==> src/rtl/gpio_sense_pkg.sv <==
package gpio_sense_pkg;

  typedef enum logic [1:0] {
    SENSE_LOW  = 2'd0,
    SENSE_HIGH = 2'd1,
    SENSE_RISE = 2'd2,
    SENSE_FALL = 2'd3
  } sense_e;

  localparam int unsigned ADDR_W = 8;

  localparam logic [ADDR_W-1:0] OFF_VALUE   = 8'h00;
  localparam logic [ADDR_W-1:0] OFF_DIR     = 8'h04;
  localparam logic [ADDR_W-1:0] OFF_LEVEL   = 8'h08;
  localparam logic [ADDR_W-1:0] OFF_SENSE_L = 8'h0C;
  localparam logic [ADDR_W-1:0] OFF_SENSE_H = 8'h10;
  localparam logic [ADDR_W-1:0] OFF_ENABLE  = 8'h14;
  localparam logic [ADDR_W-1:0] OFF_PEND    = 8'h18;

endpackage

==> src/rtl/gpio_pin_sync.sv <==
module gpio_pin_sync #(
  parameter int unsigned WIDTH = 32
) (
  input  logic             clk_i,
  input  logic             rst_ni,
  input  logic [WIDTH-1:0] d_i,
  output logic [WIDTH-1:0] lvl_o,
  output logic [WIDTH-1:0] lvl_prev_o
);

  logic [WIDTH-1:0] meta_q;
  logic [WIDTH-1:0] lvl_q;
  logic [WIDTH-1:0] prev_q;

  always_ff @(posedge clk_i or negedge rst_ni) begin
    if (!rst_ni) begin
      meta_q <= '0;
      lvl_q  <= '0;
      prev_q <= '0;
    end else begin
      meta_q <= d_i;
      lvl_q  <= meta_q;
      prev_q <= lvl_q;
    end
  end

  assign lvl_o      = lvl_q;
  assign lvl_prev_o = prev_q;

endmodule

==> src/rtl/gpio_sense_decode.sv <==
module gpio_sense_decode
  import gpio_sense_pkg::*;
#(
  parameter int unsigned NPINS  = 32,
  parameter int unsigned DATA_W = 32
) (
  input  logic [DATA_W-1:0] sense_lo_i,
  input  logic [DATA_W-1:0] sense_hi_i,
  input  logic [NPINS-1:0]  lvl_i,
  input  logic [NPINS-1:0]  lvl_prev_i,
  output logic [NPINS-1:0]  evt_o
);

  localparam int unsigned PINS_PER_REG = DATA_W / 2;

  for (genvar p = 0; p < NPINS; p++) begin : g_pin
    localparam int unsigned SLOT = p % PINS_PER_REG;
    localparam bit          UPPER = (p >= PINS_PER_REG);

    sense_e code;

    if (UPPER) begin : g_hi
      assign code = sense_e'(sense_hi_i[2*SLOT +: 2]);
    end else begin : g_lo
      assign code = sense_e'(sense_lo_i[2*SLOT +: 2]);
    end

    always_comb begin
      unique case (code)
        SENSE_LOW:  evt_o[p] = ~lvl_i[p];
        SENSE_HIGH: evt_o[p] =  lvl_i[p];
        SENSE_RISE: evt_o[p] =  lvl_i[p] & ~lvl_prev_i[p];
        SENSE_FALL: evt_o[p] = ~lvl_i[p] &  lvl_prev_i[p];
        default:    evt_o[p] = 1'b0;
      endcase
    end
  end

endmodule

==> src/rtl/gpio_irq_status.sv <==
module gpio_irq_status #(
  parameter int unsigned NPINS = 32
) (
  input  logic             clk_i,
  input  logic             rst_ni,
  input  logic [NPINS-1:0] evt_i,
  input  logic             clr_en_i,
  input  logic [NPINS-1:0] clr_bits_i,
  input  logic [NPINS-1:0] enable_i,
  output logic [NPINS-1:0] pend_o,
  output logic             irq_o
);

  logic [NPINS-1:0] pend_q;
  logic [NPINS-1:0] pend_d;
  logic [NPINS-1:0] clr_eff;

  always_comb begin
    clr_eff = clr_en_i ? clr_bits_i : '0;
    // a new event beats a clear in the same cycle
    pend_d  = (pend_q & ~clr_eff) | evt_i;
  end

  always_ff @(posedge clk_i or negedge rst_ni) begin
    if (!rst_ni) begin
      pend_q <= '0;
    end else begin
      pend_q <= pend_d;
    end
  end

  assign pend_o = pend_q;
  assign irq_o  = |(pend_q & enable_i);

endmodule

==> src/rtl/gpio_sense_port.sv <==
module gpio_sense_port
  import gpio_sense_pkg::*;
#(
  parameter int unsigned NPINS  = 32,
  parameter int unsigned DATA_W = 32
) (
  input  logic              clk_i,
  input  logic              rst_ni,
  input  logic [7:0]        bus_addr_i,
  input  logic              bus_we_i,
  input  logic [DATA_W-1:0] bus_wdata_i,
  output logic [DATA_W-1:0] bus_rdata_o,
  input  logic [NPINS-1:0]  pin_in_i,
  output logic [NPINS-1:0]  pin_out_o,
  output logic [NPINS-1:0]  pin_oe_o,
  output logic              irq_o
);

  // reset: asserted asynchronously, released on a clock edge
  logic [1:0] rst_pipe_q;
  logic       rst_sync_n;

  always_ff @(posedge clk_i or negedge rst_ni) begin
    if (!rst_ni) begin
      rst_pipe_q <= '0;
    end else begin
      rst_pipe_q <= {rst_pipe_q[0], 1'b1};
    end
  end

  assign rst_sync_n = rst_pipe_q[1];

  // write decode
  logic wr_value, wr_dir, wr_sense_lo, wr_sense_hi, wr_enable, wr_pend;

  always_comb begin
    wr_value    = bus_we_i && (bus_addr_i == OFF_VALUE);
    wr_dir      = bus_we_i && (bus_addr_i == OFF_DIR);
    wr_sense_lo = bus_we_i && (bus_addr_i == OFF_SENSE_L);
    wr_sense_hi = bus_we_i && (bus_addr_i == OFF_SENSE_H);
    wr_enable   = bus_we_i && (bus_addr_i == OFF_ENABLE);
    wr_pend     = bus_we_i && (bus_addr_i == OFF_PEND);
  end

  // software registers: next state
  logic [NPINS-1:0]  value_q,    value_d;
  logic [NPINS-1:0]  dir_q,      dir_d;
  logic [DATA_W-1:0] sense_lo_q, sense_lo_d;
  logic [DATA_W-1:0] sense_hi_q, sense_hi_d;
  logic [NPINS-1:0]  enable_q,   enable_d;

  always_comb begin
    value_d    = value_q;
    dir_d      = dir_q;
    sense_lo_d = sense_lo_q;
    sense_hi_d = sense_hi_q;
    enable_d   = enable_q;
    if (wr_value)    value_d    = bus_wdata_i[NPINS-1:0];
    if (wr_dir)      dir_d      = bus_wdata_i[NPINS-1:0];
    if (wr_sense_lo) sense_lo_d = bus_wdata_i;
    if (wr_sense_hi) sense_hi_d = bus_wdata_i;
    if (wr_enable)   enable_d   = bus_wdata_i[NPINS-1:0];
  end

  always_ff @(posedge clk_i or negedge rst_sync_n) begin
    if (!rst_sync_n) begin
      value_q    <= '0;
      dir_q      <= '0;
      sense_lo_q <= '0;
      sense_hi_q <= '0;
      enable_q   <= '0;
    end else begin
      value_q    <= value_d;
      dir_q      <= dir_d;
      sense_lo_q <= sense_lo_d;
      sense_hi_q <= sense_hi_d;
      enable_q   <= enable_d;
    end
  end

  // input path
  logic [NPINS-1:0] lvl;
  logic [NPINS-1:0] lvl_prev;
  logic [NPINS-1:0] evt;
  logic [NPINS-1:0] pend_q;

  gpio_pin_sync #(
    .WIDTH (NPINS)
  ) u_sync (
    .clk_i      (clk_i),
    .rst_ni     (rst_sync_n),
    .d_i        (pin_in_i),
    .lvl_o      (lvl),
    .lvl_prev_o (lvl_prev)
  );

  gpio_sense_decode #(
    .NPINS  (NPINS),
    .DATA_W (DATA_W)
  ) u_sense (
    .sense_lo_i (sense_lo_q),
    .sense_hi_i (sense_hi_q),
    .lvl_i      (lvl),
    .lvl_prev_i (lvl_prev),
    .evt_o      (evt)
  );

  gpio_irq_status #(
    .NPINS (NPINS)
  ) u_pend (
    .clk_i      (clk_i),
    .rst_ni     (rst_sync_n),
    .evt_i      (evt),
    .clr_en_i   (wr_pend),
    .clr_bits_i (bus_wdata_i[NPINS-1:0]),
    .enable_i   (enable_q),
    .pend_o     (pend_q),
    .irq_o      (irq_o)
  );

  // read mux
  always_comb begin
    bus_rdata_o = '0;
    unique case (bus_addr_i)
      OFF_VALUE:   bus_rdata_o[NPINS-1:0] = value_q;
      OFF_DIR:     bus_rdata_o[NPINS-1:0] = dir_q;
      OFF_LEVEL:   bus_rdata_o[NPINS-1:0] = lvl;
      OFF_SENSE_L: bus_rdata_o            = sense_lo_q;
      OFF_SENSE_H: bus_rdata_o            = sense_hi_q;
      OFF_ENABLE:  bus_rdata_o[NPINS-1:0] = enable_q;
      OFF_PEND:    bus_rdata_o[NPINS-1:0] = pend_q;
      default:     bus_rdata_o            = '0;
    endcase
  end

  assign pin_out_o = value_q;
  assign pin_oe_o  = dir_q;

endmodule

==> config.mk <==
export PLATFORM = sky130hd
export DESIGN_NAME = gpio_sense_port
export DESIGN_NICKNAME = d
export VERILOG_FILES = /design/src/rtl/gpio_sense_pkg.sv /design/src/rtl/gpio_pin_sync.sv /design/src/rtl/gpio_sense_decode.sv /design/src/rtl/gpio_irq_status.sv /design/src/rtl/gpio_sense_port.sv
export SDC_FILE = /design/constraint.sdc
export NUM_CORES = 1
export LEC_CHECK = 0
export CAP_MARGIN = 25
export CORE_UTILIZATION = 40
export CTS_BUF_LIST = sky130_fd_sc_hd__clkbuf_4
export CTS_CLUSTER_DIAMETER = 40
export CTS_CLUSTER_SIZE = 24
export DETAILED_ROUTE_END_ITERATION = 8
export PLACE_DENSITY = 0.68
export SLEW_MARGIN = 25
export SYNTH_ARGS = -nofsm -noshare
export SYNTH_HDL_FRONTEND = slang
export SYNTH_SLANG_ARGS = --single-unit
==> constraint.sdc <==
create_clock -name clk_i -period 14.5 [get_ports clk_i]
set_input_delay 2.9 -clock clk_i [delete_from_list [all_inputs] [get_ports clk_i]]
set_output_delay 2.9 -clock clk_i [all_outputs]
set_load 0.05 [all_outputs]
==> results_dict.tcl <==
set metrics [dict create \
    syn_avg_cell_area_sq_um 13.12 \
    ir_worst_vdd_mv 0.05510 \
    drt-initial-drc-count 743 \
    initial_core_util 0.4070 \
    synth.yosys.seq_area_share 0.5829 \
    final_layout_size_suffix_gt1_frac 0.1070 \
    drt-vias-per-instance 5.794 \
    grt_start_max_net_pins 82 \
    post_cts.resized_instances 0 \
    drcViolationCount 0 \
    route.final.wire_length_um 36840 \
    path_cells "buf_2 -> buf_4 -> nor2b_4 -> a22oi_1 -> o22ai_1 -> a221o_1 -> clkdlybuf4s50_1" \
    cts_hold_buffers 0 \
    layout.cells.most_common "dfrtp_1" \
    ctsLongestPathBuffers 3 \
    ys.flop_type "dfrtp_1" \
    postSynthNetCount 1024 \
    yosys_warnings 0 \
    timing.critical_path.slowest_cell_delay_ns 0.99 \
    routed-wl-met2_um 17400 \
    finalClockSkew_ns 0.05255 \
    hold_viol 0 \
    ys_top_cells_by_area "dfrtp_1, mux2_1, a221o_1" \
    final-max-slew-violation-count 0 \
    grtUsageTotal 0.2359 \
    max_clock_freq_mhz 109.8 \
    cts_setup_buffers 0 \
    critPathRequiredTime_ns 11.60 \
    final_replace_weighted_congestion 0.8625 \
    route.antenna.remaining_nets 0 \
    status "complete, no violations" \
    via_count 9021 \
    grt_first_pass_wirelength_um 55530 \
    crit_path_leading_delay_family "buffers and inverters" \
    gr-total-overflow 0 \
    clock_tree.root_cell "clkbuf_4" \
    crit_buf_inv 3 \
    synth_top_area_frac 0.5829 \
    place.detailed.hpwl_um 24030 \
    setup_viol_count_final 0 \
    timing.hold.worst.class "reg2async" \
    final_cell_mix "dfrtp_1, clkdlybuf4s50_1, mux2_1" \
    type_of_the_setup_path_with_the_least_slack "in2out" \
    rows 64 \
    final_total_negative_setup_slack_ns 0 \
    timing_worst_slew_pin_value_ns 1.047 \
    synth-edff-count 0 \
    timing.slew.headroom 0.3006 \
    dr.max_layer_used "met4" \
    netlist_area_sq_um 12450 \
    cts.reportedPaths.clkPinSlew_ns 0.13 \
    drt-met1-wl_um 15800 \
    rr_startpoint "rst_pipe_q[1]" \
    core_area_sq_um 30590 \
    htree_levels 2 \
    cts_tree "done" \
    grt_setup_unrepaired "false" \
    drt_pre_antenna_iters 8 \
    synth_largest_area_cell "dfrtp_1" \
    cp-end-kind "primary output" \
    wl_met3_um 2757 \
    numClockSinks 290 \
    postSynthRegisterBits 290 \
    port_buffers 171 \
    depth_of_the_worst_register_to_register_path 2 \
    worstReg2RegEnd "pin_out_o[21]" \
    detail_route.wl_per_cell_um 23.66 \
    dieArea_sq_um 31840 \
    floorplan.io_pins 172 \
    power_density_nw_per_um2 106.5 \
    grt_pass1_vias 8975 \
    start_kind "primary input" \
    dieHeight_um 178.4 \
    worst_ep_arrival_time_ns 6.20 \
    slowest_library_cell_on_the_worst_path "nor2b_4" \
    final_net_count 1203 \
    syn2layout_area_growth_pct 22.38 \
    total_clock_buffers_created_by_cts 41 \
    syn_inst 949 \
    power.total_mw 1.622 \
    die_outline_width_um 178.4 \
    clock_insertion_delay_worst_skew_ns 0.69 \
    synth_async_sr_flop_share 1.000 \
    crit_fanout 41 \
    cap_violations 0 \
    post-route-period-util 0.6278 \
    period_needed_ns 9.104 \
    reg2reg_setup_slack_ns 12.30 \
    p_leak_nw 6.781 \
    antenna_found_initial 1 \
    yosys.cell_types.count 37 \
]
[per-stage QoR]
stage,instance area (sq um),std cells,util,setup slack (ns),hold slack [ns]
floorplan,12450,949,-,5.819,0.3312
global placement,14580,1481,0.4767,5.456,0.3243
detailed placement,14580,1481,0.4767,5.497,0.3293
CTS,15230,1555,0.4978,5.478,0.3071
global route,15240,1557,0.4981,5.345,0.3272
finish,15240,1557,0.4981,5.396,0.2814
[metal layers]
metal  vias to the layer above  global-route usage
met2                       377              0.3747
met4                         0             0.07027
met5                         -                   0
met3                        69             0.04156
met1                      4615              0.3295
li1                       3960                   -
[how the worst max path moves through the flow]
stage | slack (ns) | cells past startpoint | from | endpoint
after floorplan | 5.82 | 0 | rst_pipe_q[1] | enable_q[0]
after global placement | 5.46 | 7 | bus_addr_i[4] | bus_rdata_o[15]
after detailed placement | 5.50 | 5 | bus_addr_i[2] | bus_rdata_o[20]
after CTS | 5.48 | 7 | bus_addr_i[4] | bus_rdata_o[15]
after global routing | 5.34 | 7 | bus_addr_i[4] | bus_rdata_o[15]
final | 5.40 | 7 | bus_addr_i[4] | bus_rdata_o[15]
[final cells by class]
type | instances | area [sq um]
Fill cell | 2713 | 15350
Sequential cell | 290 | 7261
Multi-Input combinational cell | 593 | 4947
Timing Repair Buffer | 186 | 1823
Tap cell | 396 | 495.5
Clock buffer | 45 | 337.8
Clock inverter | 29 | 307.8
Inverter | 16 | 60.06
Antenna cell | 2 | 5.005
[where the power goes]
group          internal [mW]  leakage, nW  total [mW]  switching [mW]
Clock                  0.230        0.354       0.571           0.341
Combinational         0.0677         2.80       0.169           0.101
Sequential             0.844         3.63       0.883          0.0392
Total                   1.14         6.78        1.62           0.481
[Yosys cell counts (all sizes together) (2+ instances only)]
library cell	n
a21oi	2
a221o	62
a22o	30
a22oi	48
and3	2
buf	28
clkbuf	22
dfrtp	290
inv	16
mux2	161
mux2i	48
nand2	38
nand2b	15
nand3	20
nand3b	16
nand4	4
nor2	49
nor2b	5
nor3	3
nor4	2
nor4b	2
o21ai	33
o22ai	31
xor2	15
[cells by family (layout without fill, tap and decap cells)]
family	after synthesis	in the layout	share of synthesized area
other	1	3	0.0003012
muxes	209	209	0.1842
xor gates and xnor gates	15	15	0.01055
AOI/OAI and AO/OA	209	209	0.1316
and+or+nand+nor	159	159	0.06723
buffers and inverters	66	276	0.02321
DFF	290	290	0.5829
No activity file was read; power rests on OpenSTA's default activity.
